$ cat src/rtl/spi_ser_pkg.sv
package spi_ser_pkg;
  localparam int NUM_EVT = 2;
  typedef enum int {EV_DONE = 0, EV_LOAD = 1} evt_idx_e;
endpackage

$ cat src/rtl/ser_rst_sync.sv
module ser_rst_sync (
  input  logic clk,
  input  logic rst_n,
  output logic rst_sync_n
);
  logic meta_q;

  always_ff @(posedge clk or negedge rst_n) begin
    if (!rst_n) begin
      meta_q     <= 1'b0;
      rst_sync_n <= 1'b0;
    end else begin
      meta_q     <= 1'b1;
      rst_sync_n <= meta_q;
    end
  end
endmodule

$ cat src/rtl/ser_bitorder.sv
// Builds the line-order vector: bit k of line_vec is the k-th bit sent.
module ser_bitorder #(
  parameter int DATA_W  = 16,
  parameter int LEN_W   = 4,
  parameter int MIN_LEN = 3
) (
  input  logic [DATA_W-1:0]             data,
  input  logic [LEN_W-1:0]              len,
  input  logic                          rev,
  output logic [DATA_W-1:0]             line_vec,
  output logic [$clog2(DATA_W+1)-1:0]   size
);
  localparam int CNT_W = $clog2(DATA_W + 1);
  localparam int IDX_W = $clog2(DATA_W);

  logic [IDX_W-1:0] idx;

  always_comb begin
    if (int'(len) < MIN_LEN) size = CNT_W'(MIN_LEN + 1);
    else                     size = CNT_W'(int'(len) + 1);
    line_vec = '0;
    idx      = '0;
    for (int i = 0; i < DATA_W; i++) begin
      if (i < int'(size)) begin
        // mirrored order picks from the character's top downward
        idx         = rev ? IDX_W'(int'(size) - 1 - i) : IDX_W'(i);
        line_vec[i] = data[idx];
      end
    end
  end
endmodule

$ cat src/rtl/ser_shifter.sv
module ser_shifter #(
  parameter int DATA_W = 16
) (
  input  logic                            clk,
  input  logic                            rst_n,
  input  logic                            ld_valid,
  input  logic [DATA_W-1:0]               load_vec,
  input  logic [$clog2(DATA_W+1)-1:0]     load_size,
  input  logic                            shift_en,
  output logic                            ld_ready,
  output logic                            accept,
  output logic                            last_step,
  output logic                            sdo,
  output logic                            char_done
);
  localparam int CNT_W = $clog2(DATA_W + 1);

  logic              busy_q, busy_n;
  logic [CNT_W-1:0]  cnt_q, cnt_n;
  logic [DATA_W-1:0] sr_q, sr_n;
  logic              done_q, done_n;
  logic              step;

  always_comb begin
    accept    = ld_valid & ~busy_q;
    step      = shift_en & busy_q;
    last_step = step & (cnt_q == CNT_W'(1));
    busy_n    = busy_q;
    cnt_n     = cnt_q;
    sr_n      = sr_q;
    done_n    = last_step;
    if (accept) begin
      busy_n = 1'b1;
      cnt_n  = load_size;
      sr_n   = load_vec;
    end else if (step) begin
      busy_n = ~last_step;
      cnt_n  = cnt_q - CNT_W'(1);
      sr_n   = {1'b0, sr_q[DATA_W-1:1]};
    end
  end

  always_ff @(posedge clk or negedge rst_n) begin
    if (!rst_n) begin
      busy_q <= 1'b0;
      cnt_q  <= '0;
      sr_q   <= '0;
      done_q <= 1'b0;
    end else begin
      busy_q <= busy_n;
      cnt_q  <= cnt_n;
      sr_q   <= sr_n;
      done_q <= done_n;
    end
  end

  assign ld_ready  = ~busy_q;
  assign sdo       = sr_q[0] & busy_q;
  assign char_done = done_q;
endmodule

$ cat src/rtl/ser_event_regs.sv
module ser_event_regs #(
  parameter int NUM_EVT = 2
) (
  input  logic               clk,
  input  logic               rst_n,
  input  logic [NUM_EVT-1:0] set_bits,
  input  logic               clr_we,
  input  logic [NUM_EVT-1:0] clr_bits,
  input  logic               mask_we,
  input  logic [NUM_EVT-1:0] mask_bits,
  output logic [NUM_EVT-1:0] evt_q,
  output logic [NUM_EVT-1:0] mask_q,
  output logic               irq
);
  logic [NUM_EVT-1:0] mask_n;

  for (genvar g = 0; g < NUM_EVT; g++) begin : g_evt
    logic evt_n;
    always_comb begin
      // a new event outranks a same-cycle clear
      evt_n = set_bits[g] | (evt_q[g] & ~(clr_we & clr_bits[g]));
    end
    always_ff @(posedge clk or negedge rst_n) begin
      if (!rst_n) evt_q[g] <= 1'b0;
      else        evt_q[g] <= evt_n;
    end
  end

  always_comb begin
    mask_n = mask_q;
    if (mask_we) mask_n = mask_bits;
  end

  always_ff @(posedge clk or negedge rst_n) begin
    if (!rst_n) mask_q <= '0;
    else        mask_q <= mask_n;
  end

  assign irq = |(evt_q & mask_q);
endmodule

$ cat src/rtl/spi_char_serializer.sv
module spi_char_serializer
  import spi_ser_pkg::*;
#(
  parameter int DATA_W  = 16,
  parameter int LEN_W   = 4,
  parameter int MIN_LEN = 3
) (
  input  logic               clk,
  input  logic               rst_n,
  input  logic               ld_valid,
  output logic               ld_ready,
  input  logic [DATA_W-1:0]  ld_data,
  input  logic [LEN_W-1:0]   ld_len,
  input  logic               ld_rev,
  input  logic               shift_en,
  output logic               sdo,
  output logic               char_done,
  input  logic               evt_clr_we,
  input  logic [NUM_EVT-1:0] evt_clr_bits,
  input  logic               mask_we,
  input  logic [NUM_EVT-1:0] mask_bits,
  output logic [NUM_EVT-1:0] evt_bits,
  output logic [NUM_EVT-1:0] mask_q,
  output logic               irq
);
  localparam int CNT_W = $clog2(DATA_W + 1);

  logic               rst_sync_n;
  logic [DATA_W-1:0]  line_vec;
  logic [CNT_W-1:0]   size;
  logic               accept;
  logic               last_step;
  logic [NUM_EVT-1:0] evt_set;

  ser_rst_sync u_rst (
    .clk        (clk),
    .rst_n      (rst_n),
    .rst_sync_n (rst_sync_n)
  );

  ser_bitorder #(.DATA_W(DATA_W), .LEN_W(LEN_W), .MIN_LEN(MIN_LEN)) u_order (
    .data     (ld_data),
    .len      (ld_len),
    .rev      (ld_rev),
    .line_vec (line_vec),
    .size     (size)
  );

  ser_shifter #(.DATA_W(DATA_W)) u_shift (
    .clk       (clk),
    .rst_n     (rst_sync_n),
    .ld_valid  (ld_valid),
    .load_vec  (line_vec),
    .load_size (size),
    .shift_en  (shift_en),
    .ld_ready  (ld_ready),
    .accept    (accept),
    .last_step (last_step),
    .sdo       (sdo),
    .char_done (char_done)
  );

  always_comb begin
    evt_set          = '0;
    evt_set[EV_DONE] = last_step;
    evt_set[EV_LOAD] = accept;
  end

  ser_event_regs #(.NUM_EVT(NUM_EVT)) u_evt (
    .clk       (clk),
    .rst_n     (rst_sync_n),
    .set_bits  (evt_set),
    .clr_we    (evt_clr_we),
    .clr_bits  (evt_clr_bits),
    .mask_we   (mask_we),
    .mask_bits (mask_bits),
    .evt_q     (evt_bits),
    .mask_q    (mask_q),
    .irq       (irq)
  );
endmodule

$ cat config.mk
export PLATFORM = sky130hd
export DESIGN_NAME = spi_char_serializer
export DESIGN_NICKNAME = d
export VERILOG_FILES = /design/src/rtl/spi_ser_pkg.sv /design/src/rtl/ser_rst_sync.sv /design/src/rtl/ser_bitorder.sv /design/src/rtl/ser_shifter.sv /design/src/rtl/ser_event_regs.sv /design/src/rtl/spi_char_serializer.sv
export SDC_FILE = /design/constraint.sdc
export NUM_CORES = 1
export LEC_CHECK = 0
export BUFFER_PORTS_ARGS = -buffer_cell sky130_fd_sc_hd__buf_4
export CAP_MARGIN = 0
export CORE_ASPECT_RATIO = 0.8
export CORE_MARGIN = 2
export CORE_UTILIZATION = 30
export CTS_CLUSTER_SIZE = 20
export DETAILED_ROUTE_END_ITERATION = 8
export MAX_ROUTING_LAYER = met4
export PLACE_DENSITY = 0.55
export SLEW_MARGIN = 20
export SYNTH_ARGS = -nofsm -noshare
export SYNTH_HDL_FRONTEND = slang
export SYNTH_SLANG_ARGS = --single-unit
$ cat constraint.sdc
create_clock -name clk -period 1.1 [get_ports clk]
set_input_delay 0.11 -clock clk [delete_from_list [all_inputs] [get_ports clk]]
set_output_delay 0.11 -clock clk [all_outputs]
set_load 0.01 [all_outputs]
# == Word level (Yosys, flattened, before mapping) ==
# Index checks and enable logic that the tools add are counted.
# word_totals
reg_bits,29
in_bits,31
out_inout_bits,8
# classes
n_addsub,18
reduce_logical,2
eq_ne,1
muxes,71
bitwise,15
n_lt_le_gt_ge,33
# op_table
cell,count
4-bit by 5-bit < comparator with 1-bit output (second input constant),16
1-bit binary-select mux with 4-bit select,16
4-bit 2-to-1 mux,16
4-bit by 5-bit < comparator with 1-bit output (first input constant),8
1-bit 2-to-1 mux,34
16-bit 2-to-1 mux,2
4-bit subtractor (second input constant),8
3-bit by 5-bit < comparator with 1-bit output (first input constant),4
4-bit by 3-bit subtractor with 4-bit output (second input constant),4
5-bit 2-to-1 mux,3
1-bit by 5-bit < comparator with 1-bit output (first input constant),2
2-bit by 5-bit < comparator with 1-bit output (first input constant),2
1-bit bitwise AND,8
4-bit by 1-bit subtractor with 4-bit output (second input constant),2
4-bit by 2-bit subtractor with 4-bit output (second input constant),2
4-bit by 1-bit adder with 5-bit output (second input constant),1
5-bit by 1-bit equality test with 1-bit output (second input constant),1
5-bit by 1-bit subtractor with 5-bit output (second input constant),1
4-bit by 2-bit < comparator with 1-bit output (second input constant),1
1-bit inverter,4
2-bit bitwise AND,1
1-bit bitwise OR,2
2-bit nonzero test,1
2-bit OR reduction,1

# == Longest topological paths before layout ==
# Gate-level depths: netlist of run 1.
# logic_depth
word_depth,9
mapped_depth,17
mapped_depth_nobuf,15

# == By module ==
# From an unflattened synthesis of run 1, not the netlist that was laid out.
# hier_totals
hier_cells,365
hier_area_um2,3076.7
# modules_own_cells
mod,n_inst,cells_each,seq_area_each_um2,area_per_inst_um2
ser_bitorder,1,240,0.0,1666.6
ser_shifter,1,111,575.6,1194.9
ser_event_regs,1,11,100.1,161.4
ser_rst_sync,1,3,50.0,53.8

# == Worst setup path before layout of run 1 ==
# No wires, ideal clock.
# synth_timing
kind,input -> register
start,in ld_len[2]
end,reg u_shift.sr_q[2]
t_arrival_ps,2942
slack_ps,-1980
path_stages,15
setup_ps,138
path_buffers,2
path_cell_list,buf_2 > inv_1 > ha_1 > nand2b_1 > nand2b_1 > ha_1 > a211oi_1 > nor2_2 > inv_1 > ha_1 > clkbuf_1 > mux2_2 > a221o_1 > nor3b_1 > o22ai_1
# synth_between
elab_chain_cells,9
elab_cells_between_ends,11
# synth_lines
element,line_no,text
from (decl),spi_char_serializer.sv:13,"input logic [LEN_W-1:0] ld_len,"
4-bit by 1-bit adder with 5-bit output or 4-bit by 2-bit < comparator with 1-bit output (tied branches),"ser_bitorder.sv:20, ser_bitorder.sv:19",
5-bit 2-to-1 mux *,ser_bitorder.sv:19,if (int'(len) < MIN_LEN) size = CNT_W'(MIN_LEN + 1);
4-bit by 1-bit subtractor with 4-bit output,ser_bitorder.sv:26,idx = rev ? IDX_W'(int'(size) - 1 - i) : IDX_W'(i);
4-bit by 3-bit subtractor with 4-bit output,ser_bitorder.sv:26,
4-bit 2-to-1 mux,ser_bitorder.sv:26,
1-bit binary-select mux with 4-bit select,ser_bitorder.sv:27,line_vec[i] = data[idx];
1-bit 2-to-1 mux (implied by the code),ser_bitorder.sv:27,
1-bit 2-to-1 mux *,ser_bitorder.sv:24,if (i < int'(size)) begin
16-bit 2-to-1 mux *,ser_shifter.sv:32,if (accept) begin
to (signal assigned),ser_shifter.sv:52,sr_q <= sr_n;
to (decl),ser_shifter.sv:20,"logic [DATA_W-1:0] sr_q, sr_n;"
# Every way passes the cells marked *; elsewhere a longest branch is shown, timed or not. The select of a mux whose other input is x is not followed.
# A chain may end at the register's enable or synchronous reset.

# == Final worst setup path of run 1 ==
# Ends and elaborated chain as after synthesis.

==> impl_metrics.json, run 1 <==
{
  "run_status": "finished, violations left",
  "violations": "negative setup slack",
  "design.portCount": 39,
  "postRouteWirelength_mm": 9.336,
  "dp_cells": 510,
  "clock-sinks": 29,
  "dpl_cell_area_mm2": 0.003852,
  "worstSkewPairLatency_ns": 0.27,
  "layout_common_cells": "106 x buf_4, 38 x mux2i_1, 29 x nand2_1, 28 x dfrtp_1, 18 x buf_6",
  "fmax_mhz": 469.1,
  "hold_violations": 0,
  "gr-total-overflow": 0,
  "arrival_ns": 2.28,
  "endpoint_kind": "register",
  "grt_util_all_layers_pct": 18.26,
  "clockBufferDepth": 2,
  "wl_per_cell_um": 17.13,
  "synthFlopType": "dfrtp_1",
  "ys_ff_latch": 29,
  "syn-num-nets": 345,
  "drv_slew": 0,
  "post-route-period-util_pct": 193.8,
  "synth_area_mm2": 0.002830,
  "drt_iter0_markers": 163,
  "peakVddDrop_v": 0.0006343,
  "p_leak_nw": 2.247,
  "cts_buffers": 5,
  "start_util_pct": 31.05,
  "firstDrtPassIters": 4,
  "gp_congestion": 0.8957,
  "setup_viol": 26,
  "power_density_mw_per_mm2": 1393,
  "num_rows": 31,
  "ys_types": 63,
  "grt_pass1_wl_mm": 14.29,
  "design_area_mm2": 0.004841,
  "skew_ns": 0.002854,
  "multi_input_area_mm2": 0.002579,
  "critPathKind": "in -> reg",
  "diodes": 0,
  "cp.required_ns": 1.25,
  "start_kind": "primary input",
  "synth.avg_cell_area_um2": 9.279,
  "die_w_um": 112.6,
  "num_vias": 2825,
  "route.detailed.drc": 0,
  "setup_slack_ns": -1.032,
  "fillers": 788,
  "yosys_warnings": 0,
  "synthCells": 305,
  "antenna_found_initial": 0,
  "grt_max_degree": 28,
  "clk_pin_slew_ns": 0.05,
  "min_period_ns": 2.132,
  "layout-drive-gt1-share_pct": 57.67,
  "areaGrowthSynthToFinish_pct": 71.04,
  "die_h_um": 90.88,
  "core_area_mm2": 0.009115,
  "cts_tree": "done",
  "rsz0062_at_grt": "yes",
  "port-buffer-count": 38,
  "mostFrequentLayoutCell": "buf_4",
  "ys_async_sr_fraction_pct": 100.0,
  "drv_cap": 0,
  "timing.hold.worst.class": "in -> reg",
  "finalNetCount": 469,
  "regArea_um2": 726.9,
  "hpwlAfterDp_mm": 6.829,
  "final_cells": 545,
  "yosysSeqAreaShare_pct": 25.64,
  "ant_nets": 0,
  "synth_edf_count": 0,
  "worst-path-max-fanout": 6,
  "grt_pass1_vias": 2717,
  "cts_root_buf": "clkbuf_16",
  "cts_max_level": 2,
  "viasPerCell": 5.183,
  "die_area_mm2": 0.01023
}
==> cell families (layout without fill, tap and decap cells) <==
group | count (synthesis) | count (layout) | share of synthesized area, %
adders and majority gates | 9 | 9 | 3.979
other | 1 | 1 | 0.1325
muxes | 77 | 77 | 30.06
DFF | 29 | 29 | 25.64
xor gates and xnor gates | 11 | 11 | 3.891
buffers and inverters | 27 | 151 | 4.509
AOI/OAI and AO/OA | 59 | 59 | 15.25
and+or+nand+nor | 92 | 93 | 16.53
==> layout make-up <==
cell class	count	area share, %
multi-input cells	250	53.27
repair buffers	135	24.66
flip-flops and latches	29	15.02
clock buffers	7	3.153
well taps	115	2.972
inverters	8	0.8271
clock inverters	1	0.1034
==> sequential cells by signal (all words and copies together), names as in the netlist <==
name and cells:
u_evt.evt_q 2, u_shift.sr_q 16, u_rst.rst_sync_n 1, u_evt.mask_q 2, u_shift.busy_q 1, u_shift.char_done 1
u_rst.meta_q 1, u_shift.cnt_q 5
==> cells in the mapped netlist, types with 3 or more instances <==
cell type,n,share of area [%]
inv_1,7,0.93
and2_1,3,0.66
o21ai_0,7,1.2
nand3_1,6,1.1
a21oi_1,9,1.6
ha_1,9,4.0
buf_2,5,0.88
mux4_2,4,3.2
nor3_1,4,0.71
dfrtp_1,29,26
nand2b_1,5,1.1
o21ai_1,3,0.53
o211ai_1,3,0.80
mux2i_1,55,19
xnor2_1,8,2.5
nand2_1,36,4.8
nor2b_1,6,1.3
clkbuf_1,9,1.2
mux2_2,15,6.0
o22ai_1,12,2.7
nor2_1,17,2.3
==> path summary, 6_finish.rpt <==
check                                           start                            to  slack [ns]  cells after the start
max in group asynchronous  u_rst.rst_sync_n$_DFF_PN0_    u_shift.busy_q$_DFFE_PN0P_        0.58                      1
min                                      mask_bits[1]   u_evt.mask_q[1]$_DFFE_PN0P_        0.06                      2
min in group asynchronous                       rst_n    u_rst.rst_sync_n$_DFF_PN0_        0.16                      2
max reg2reg                u_shift.busy_q$_DFFE_PN0P_   u_shift.sr_q[5]$_DFFE_PN0P_       -0.29                      6
max                                         ld_len[2]   u_shift.sr_q[2]$_DFFE_PN0P_       -1.03                     16
min reg2reg                u_rst.rst_sync_n$_DFF_PN0_  u_shift.cnt_q[4]$_DFFE_PN0P_        0.23                      1
==> power breakdown <==
group	internal, mW	switching [mW]	leakage, nW	total [mW]
sequential	1.35	0.259	0.375	1.61
combinational	2.06	1.65	1.79	3.71
clock	0.955	0.464	0.0799	1.42
==> worst max-delay path: stages <==
cell	delay (ns)
buf_8	0.08
inv_4	0.03
ha_4	0.17
nand2b_4	0.10
nand2b_4	0.07
ha_4	0.17
a211oi_4	0.24
nor2_2	0.08
inv_2	0.10
ha_4	0.20
mux2i_1	0.21
mux2i_1	0.10
o32ai_2	0.27
a311oi_2	0.08
o221ai_1	0.19
o22ai_1	0.09
==> per-layer routing <==
| layer | vias to the layer above | wire length, um | global-route usage, % | share of wire, % |
|---|---|---|---|---|
| met2 | 68 | 4470 | 27.59 | 48 |
| li1 | 1362 | - | - | - |
| met4 | 0 | 34 | 1.829 | 0.36 |
| met1 | 1391 | 4214 | 25.74 | 45 |
| met5 | - | 0 | - | 0 |
| met3 | 4 | 617 | 4.497 | 6.6 |
==> repair_timing <==
action,CTS,global route
gates cloned,1,1
pin swaps,33,17
resized for setup,85,43
endpoints found under the hold margin,2,0
setup endpoints to repair,26,27
setup buffers,15,16
hold buffers,1,0
==> metrics by stage <==
stage / worst slack (ns) / hold WS [ns] / setup TNS [ns] / util [%] / total power, mW
3_5_place_dp: -1.485 / -0.1054 / -23.57 / 42.26 / 4.319
4_1_cts: -1.060 / 0.06496 / -16.21 / 49.54 / 6.311
3_3_place_gp: -1.389 / -0.1072 / -22.69 / 42.26 / 4.264
5_1_grt: -1.174 / 0.07373 / -18.20 / 53.11 / 7.104
6_report: -1.032 / 0.06412 / -16.35 / 53.11 / 6.742
2_1_floorplan: -1.411 / -0.1856 / -19.60 / - / 3.303
Note: power is estimated with default switching activity, not from simulation.
==> run 2, diff against run 1 <==
- ABC_AREA: not set -> 1
==> run 2 against run 1 <==
  * The flow still finishes with violations (negative setup slack)
  * First-iteration DRC count rose by 56%
  * Critical endpoint is now u_shift.sr_q[1]$_DFFE_PN0P_
  * Non-clock buffer count shrank 1
  * Sequential share of layout area up 0.16 points
  * Sequential power up 3%
  * Critical path depth fell by 1
  * Cell count is 30% higher
  * Highest routed layer unchanged
  * Area after synthesis is 3.7% higher
==> impl_metrics.json, run 2 <==
{
  "startpoint": "ld_len[1]",
  "layout_common_cells": "106 x nand2_1, 103 x buf_4, 65 x nand3_1, 37 x nand2_2",
  "synth_common_cells": "137 x nand2_1, 86 x nand3_1, 43 x inv_1",
  "die_area_mm2": 0.01059,
  "cts_max_level": 2,
  "min_period_ns": 1.650,
  "drv_slew": 0,
  "critPathKind": "in -> reg",
  "synth.area.mux_share_pct": 0.7676,
  "cp_top_family": "simple AND/OR/NAND/NOR gates",
  "synth_fa_ha_area_share_pct": 3.838,
  "endpoint_kind": "register",
  "crit_chain": "buf_6 > ha_4 > nand2_4 > ha_4 > inv_6 > nand3_4 > nand2_4 > nor2_4 > nand2_1 > nand2_2 > nand3_2 > nand2_2 > nand2_2 > nand3_2 > a21oi_2",
  "cp-endpoint": "u_shift.sr_q[1]$_DFFE_PN0P_",
  "dpl_cell_area_mm2": 0.004031,
  "diodes": 0,
  "core_area_mm2": 0.009569,
  "antenna_found_initial": 0,
  "cts_tree": "done",
  "cts_root_buf": "clkbuf_16",
  "die_w_um": 114.6,
  "worstSkewPairLatency_ns": 0.28,
  "num_vias": 3518,
  "setup_viol": 24,
  "synth_area_mm2": 0.002934,
  "die_h_um": 92.46,
  "timing.rr.start": "u_shift.busy_q$_DFFE_PN0P_",
  "largest_register_ff_count": 16,
  "cp.buffers_inverters": 2,
  "gp_congestion": 0.8871,
  "clockBufferDepth": 2,
  "drv_cap": 0,
  "ys_async_sr_fraction_pct": 100.0,
  "post-place-ws_ns": -0.9433,
  "firstDrtPassIters": 5,
  "viasPerCell": 4.969,
  "power_mw": 6.864,
  "ys_types": 38,
  "synth_compound_area_share_pct": 10.23,
  "ys_ff_latch": 29,
  "hold_violations": 0,
  "cp.required_ns": 1.24,
  "run_status": "finished, violations left",
  "violations": "negative setup slack",
  "layout-drive-gt1-share_pct": 46.18,
  "rr_worst_depth": 5,
  "ant_nets": 0,
  "num_rows": 32,
  "arrival_ns": 1.79,
  "yosys_warnings": 0,
  "post-route-period-util_pct": 150.0,
  "design.portCount": 39,
  "crit_path_max_incr_delay_ns": 0.29,
  "r2r_end": "u_shift.sr_q[8]$_DFFE_PN0P_",
  "route.detailed.drc": 0,
  "top_register": "u_shift.sr_q",
  "synthCells": 460,
  "grt_max_degree": 28,
  "cts_buffers": 5,
  "start_kind": "primary input",
  "clk_pin_slew_ns": 0.05,
  "synth_top_area_share_pct": 24.73,
  "grt_pass1_wl_mm": 16.15,
  "cp_num_cells": 15,
  "drt_iter0_markers": 254,
  "critPathMostFrequentCell": "nand2_2",
  "yosysSeqAreaShare_pct": 24.73,
  "synth_top_family_by_area": "simple AND/OR/NAND/NOR gates",
  "clock-sinks": 29,
  "setup_slack_ns": -0.5503,
  "fmax_mhz": 605.9,
  "grt_util_all_layers_pct": 19.54,
  "regToRegSetupSlack_ns": -0.29,
  "postRouteWirelength_mm": 9.697,
  "slowest_stage": "ha_4",
  "yosys.cell_count.top_type": "nand2_1",
  "wl_per_cell_um": 13.70,
  "syn-num-nets": 500,
  "p_leak_nw": 2.340,
  "max_slew_margin_pct": 67.26,
  "design_area_mm2": 0.004781,
  "synthFlopType": "dfrtp_1",
  "mostFrequentLayoutCell": "nand2_1",
  "gr-total-overflow": 0,
  "start_util_pct": 30.66,
  "power_density_mw_per_mm2": 1436,
  "yosys-top-cells-area": "dfrtp_1 25%, nand2_1 18%, nand3_1 15%",
  "synth.avg_cell_area_um2": 6.378,
  "skew_ns": 0.004497,
  "synthXorXnorAreaFrac_pct": 0.5970,
  "grt_pass1_vias": 3343,
  "rsz0062_at_grt": "yes",
  "finalNetCount": 628,
  "yosys.area_share.simple_pct": 50.15,
  "tightest_slew_ns": 0.4860,
  "areaGrowthSynthToFinish_pct": 62.94,
  "hpwlAfterDp_mm": 7.680,
  "timing.hold.worst.class": "in -> reg",
  "port-buffer-count": 38,
  "yosys.area.top_type": "dfrtp_1",
  "synth_edf_count": 0,
  "top_regs": "u_shift.sr_q x16, u_shift.cnt_q x5",
  "peakVddDrop_v": 0.0006490,
  "fillers": 927,
  "worst-path-max-fanout": 8
}
-- run 2: through the flow --
step / hold slack [ns] / setup TNS [ns] / utilization, % / cells
after global routing: 0.06691 / -10.73 / 49.96 / 708
after detailed placement: -0.1060 / -14.80 / 42.13 / 681
after CTS: 0.06877 / -8.105 / 47.80 / 702
after global placement: -0.1073 / -14.03 / 42.13 / 681
final: 0.07292 / -8.342 / 49.96 / 708
after floorplan: -0.1856 / -11.23 / - / 460
-- run 2: timing repair --
| item | in CTS | in global routing |
|---|---|---|
| setup buffers | 12 | 8 |
| hold endpoints to repair | 2 | 0 |
| setup endpoints to repair | 28 | 26 |
| resized for setup | 68 | 46 |
| pin swaps | 35 | 36 |
| hold buffers | 1 | 0 |
-- run 2: worst min-delay path by stage --
stage            startpoint                     endpoint  slack (ns)  cells after the start
3_3_place_gp          rst_n       u_rst.meta_q$_DFF_PN0_       -0.11                      1
4_1_cts        mask_bits[0]  u_evt.mask_q[0]$_DFFE_PN0P_        0.07                      2
5_1_grt        mask_bits[0]  u_evt.mask_q[0]$_DFFE_PN0P_        0.07                      2
3_5_place_dp          rst_n       u_rst.meta_q$_DFF_PN0_       -0.11                      1
2_1_floorplan         rst_n       u_rst.meta_q$_DFF_PN0_       -0.19                      0
6_report       mask_bits[1]  u_evt.mask_q[1]$_DFFE_PN0P_        0.07                      2
-- run 2: final cells by class --
| type | count | area [um^2] | share of cell area (%) |
|---|---|---|---|
| inverter | 47 | 209.0 | 4.371 |
| multi-input combinational | 371 | 2340 | 48.94 |
| timing repair buffer | 134 | 1185 | 24.78 |
| tap | 119 | 148.9 | 3.114 |
| sequential | 29 | 725.7 | 15.18 |
| clock inverter | 1 | 30.03 | 0.6281 |
| clock buffer | 7 | 142.6 | 2.984 |
-- run 2: metal layers --
metal / part of all wire (%) / GRT usage (%)
met1: 49 / 28.39
met2: 45 / 29.34
met3: 4.3 / 1.963
met4: 1.2 / 4.268
met5: 0 / -
-- run 2: power by group --
group,switching (mW),internal [mW]
Combinational,1.87,1.73
Sequential,0.222,1.44
Clock,0.464,1.13
-- run 2: logic make-up after synthesis --
group / after synthesis
flip-flops: 29
buffers and inverters: 60
other: 1
AO/OA/AOI/OAI: 49
multiplexers: 2
AND/OR/NAND/NOR: 308
XOR/XNOR: 2
adder cells (fa/ha/maj): 9
==> run 3, diff against run 2 <==
- MAX_ROUTING_LAYER: met4 -> not set
==> run 3 against run 2 <==
  * The run still ends with negative setup slack left
  * Wire length down 0.44%
  * Design area shrank 2.2%
  * Global-route usage shrank 0.77 points
  * Combinational power is 2% lower
  * Utilization fell by 1.1 points
  * Count of clock-buffer cells in the layout stayed put
  * Register-to-register slack about the same
  * Critical path depth is 1 higher
  * Clock skew is 0.0011 ns lower
  * Maximum frequency is 2.0% higher
  * First-iteration DRC count rose by 2.0%
  * Largest cell class unchanged
  * Largest power group unchanged
  * Highest routed layer unchanged
==> impl_metrics.json, run 3 (synthesized netlist as in run 2, its figures left out) <==
{
  "setup-tns-final_ns": -8.484,
  "p_leak_nw": 2.283,
  "violations": "negative setup slack",
  "die_w_um": 114.6,
  "layout_common_cells": "117 x nand2_1, 96 x buf_4, 68 x nand3_1, 30 x nor2_1, 29 x dfrtp_1",
  "design_area_mm2": 0.004676,
  "setup_slack_ns": -0.5186,
  "worstSkewPairLatency_ns": 0.27,
  "post-route-period-util_pct": 147.1,
  "grt_util_all_layers_pct": 18.76,
  "fin_hold_ws_ns": 0.07215,
  "finalNetCount": 620,
  "cts_root_buf": "clkbuf_16",
  "cp.required_ns": 1.30,
  "regArea_um2": 725.7,
  "num_rows": 32,
  "multi_input_area_mm2": 0.002297,
  "grtUsageMet1_pct": 27.40,
  "busiest_layer": "met2",
  "run_status": "finished, violations left",
  "firstDrtPassIters": 5,
  "rsz0062_at_grt": "yes",
  "worst-path-max-fanout": 8,
  "ant_nets": 0,
  "drv_cap": 0,
  "cts_buffers": 5,
  "grt_max_degree": 28,
  "num_vias": 3520,
  "timing.hold.worst.class": "in -> reg",
  "gr-total-overflow": 0,
  "grtUsageMet2_pct": 30.57,
  "route.detailed.drc": 0,
  "die_area_mm2": 0.01059,
  "power_density_mw_per_mm2": 1450,
  "die_h_um": 92.46,
  "viasPerCell": 5.029,
  "wl_per_cell_um": 13.79,
  "peakVddDrop_v": 0.0006700,
  "hold_violations": 0,
  "diodes": 0,
  "port-buffer-count": 38,
  "critPathKind": "in -> reg",
  "min_period_ns": 1.619,
  "largest_register_ff_count": 16,
  "dp_cells": 679,
  "dpl_cell_area_mm2": 0.004004,
  "fin_util_pct": 48.86,
  "design.portCount": 39,
  "top_register": "u_shift.sr_q",
  "rr_worst_depth": 5,
  "clock-sinks": 29,
  "clk_pin_slew_ns": 0.05,
  "antenna_found_initial": 0,
  "drv_slew": 0,
  "fillers": 925,
  "fmax_mhz": 617.8,
  "start_util_pct": 30.66,
  "cts_tree": "done",
  "cts_max_level": 2,
  "grt_pass1_vias": 3307,
  "setup_viol": 26,
  "skew_ns": 0.003397,
  "drt_iter0_markers": 259,
  "top_regs": "u_shift.sr_q x16, u_shift.cnt_q x5",
  "arrival_ns": 1.82,
  "layout-drive-gt1-share_pct": 43.37,
  "gp_congestion": 0.8831,
  "core_area_mm2": 0.009569,
  "endpoint_kind": "register",
  "min_path_cells": 2,
  "clockBufferDepth": 2,
  "hpwlAfterDp_mm": 7.476,
  "areaGrowthSynthToFinish_pct": 59.36,
  "mostFrequentLayoutCell": "nand2_1",
  "grt_pass1_wl_mm": 16.09,
  "final_cells": 700,
  "start_kind": "primary input",
  "met3_usage_pct": 1.571,
  "postRouteWirelength_mm": 9.654
}
## run 3: worst max-delay path, cell delays in order
cell and delay [ns]:
buf_8 0.10, ha_4 0.16, inv_4 0.06, nand2_4 0.07, nand2_4 0.08, ha_4 0.21
buf_4 0.17, nand2_2 0.09, nand3_4 0.13, nand2_1 0.11, nand2_2 0.06, nand3_1 0.07
nand2_1 0.08, nand2_1 0.09, nand3_2 0.10, a21oi_2 0.14
## run 3: cell type report
class / instances / share of cell area, %
multi-input combinational: 371 / 49.13
timing repair buffer: 126 / 24.00
sequential: 29 / 15.52
inverter: 47 / 4.469
tap: 119 / 3.184
clock buffer: 7 / 3.051
clock inverter: 1 / 0.6422
## run 3: final timing paths
check,startpoint,to,slack [ns]
max reg2reg,u_shift.busy_q$_DFFE_PN0P_,u_shift.sr_q[8]$_DFFE_PN0P_,-0.30
min reg2reg,u_rst.rst_sync_n$_DFF_PN0_,u_shift.busy_q$_DFFE_PN0P_,0.23
max in group asynchronous,u_rst.rst_sync_n$_DFF_PN0_,u_shift.char_done$_DFF_PN0_,0.60
max,ld_len[1],u_shift.sr_q[9]$_DFFE_PN0P_,-0.52
min in group asynchronous,rst_n,u_rst.rst_sync_n$_DFF_PN0_,0.16
min,mask_bits[0],u_evt.mask_q[0]$_DFFE_PN0P_,0.07
## run 3: routing by layer
metal | wire (um) | part of all wire [%]
met1 | 4691 | 49
met4 | 51 | 0.53
met3 | 405 | 4.2
met5 | 0 | 0
met2 | 4506 | 47
## run 3: what timing repair did
item	CTS	global route
gates resized for setup	77	29
hold endpoints to repair	2	0
buffers inserted	10	3
hold buffers	1	0
endpoints found under the setup margin	28	28
cloned	0	0
pin swaps	39	21
## run 3: where the power goes
| part | internal, mW | switching (mW) | total (mW) |
|---|---|---|---|
| Clock | 1.13 | 0.452 | 1.58 |
| Combinational | 1.69 | 1.85 | 3.53 |
| Sequential | 1.44 | 0.224 | 1.67 |
| Total | 4.26 | 2.52 | 6.78 |
## run 3: metrics by stage
step / setup WS, ns / total power, mW
after detailed placement: -0.9407 / 4.624
after global placement: -0.8804 / 4.564
after CTS: -0.4938 / 6.645
final: -0.5186 / 6.779
after global routing: -0.6512 / 7.226
after floorplan: -0.7419 / 3.466
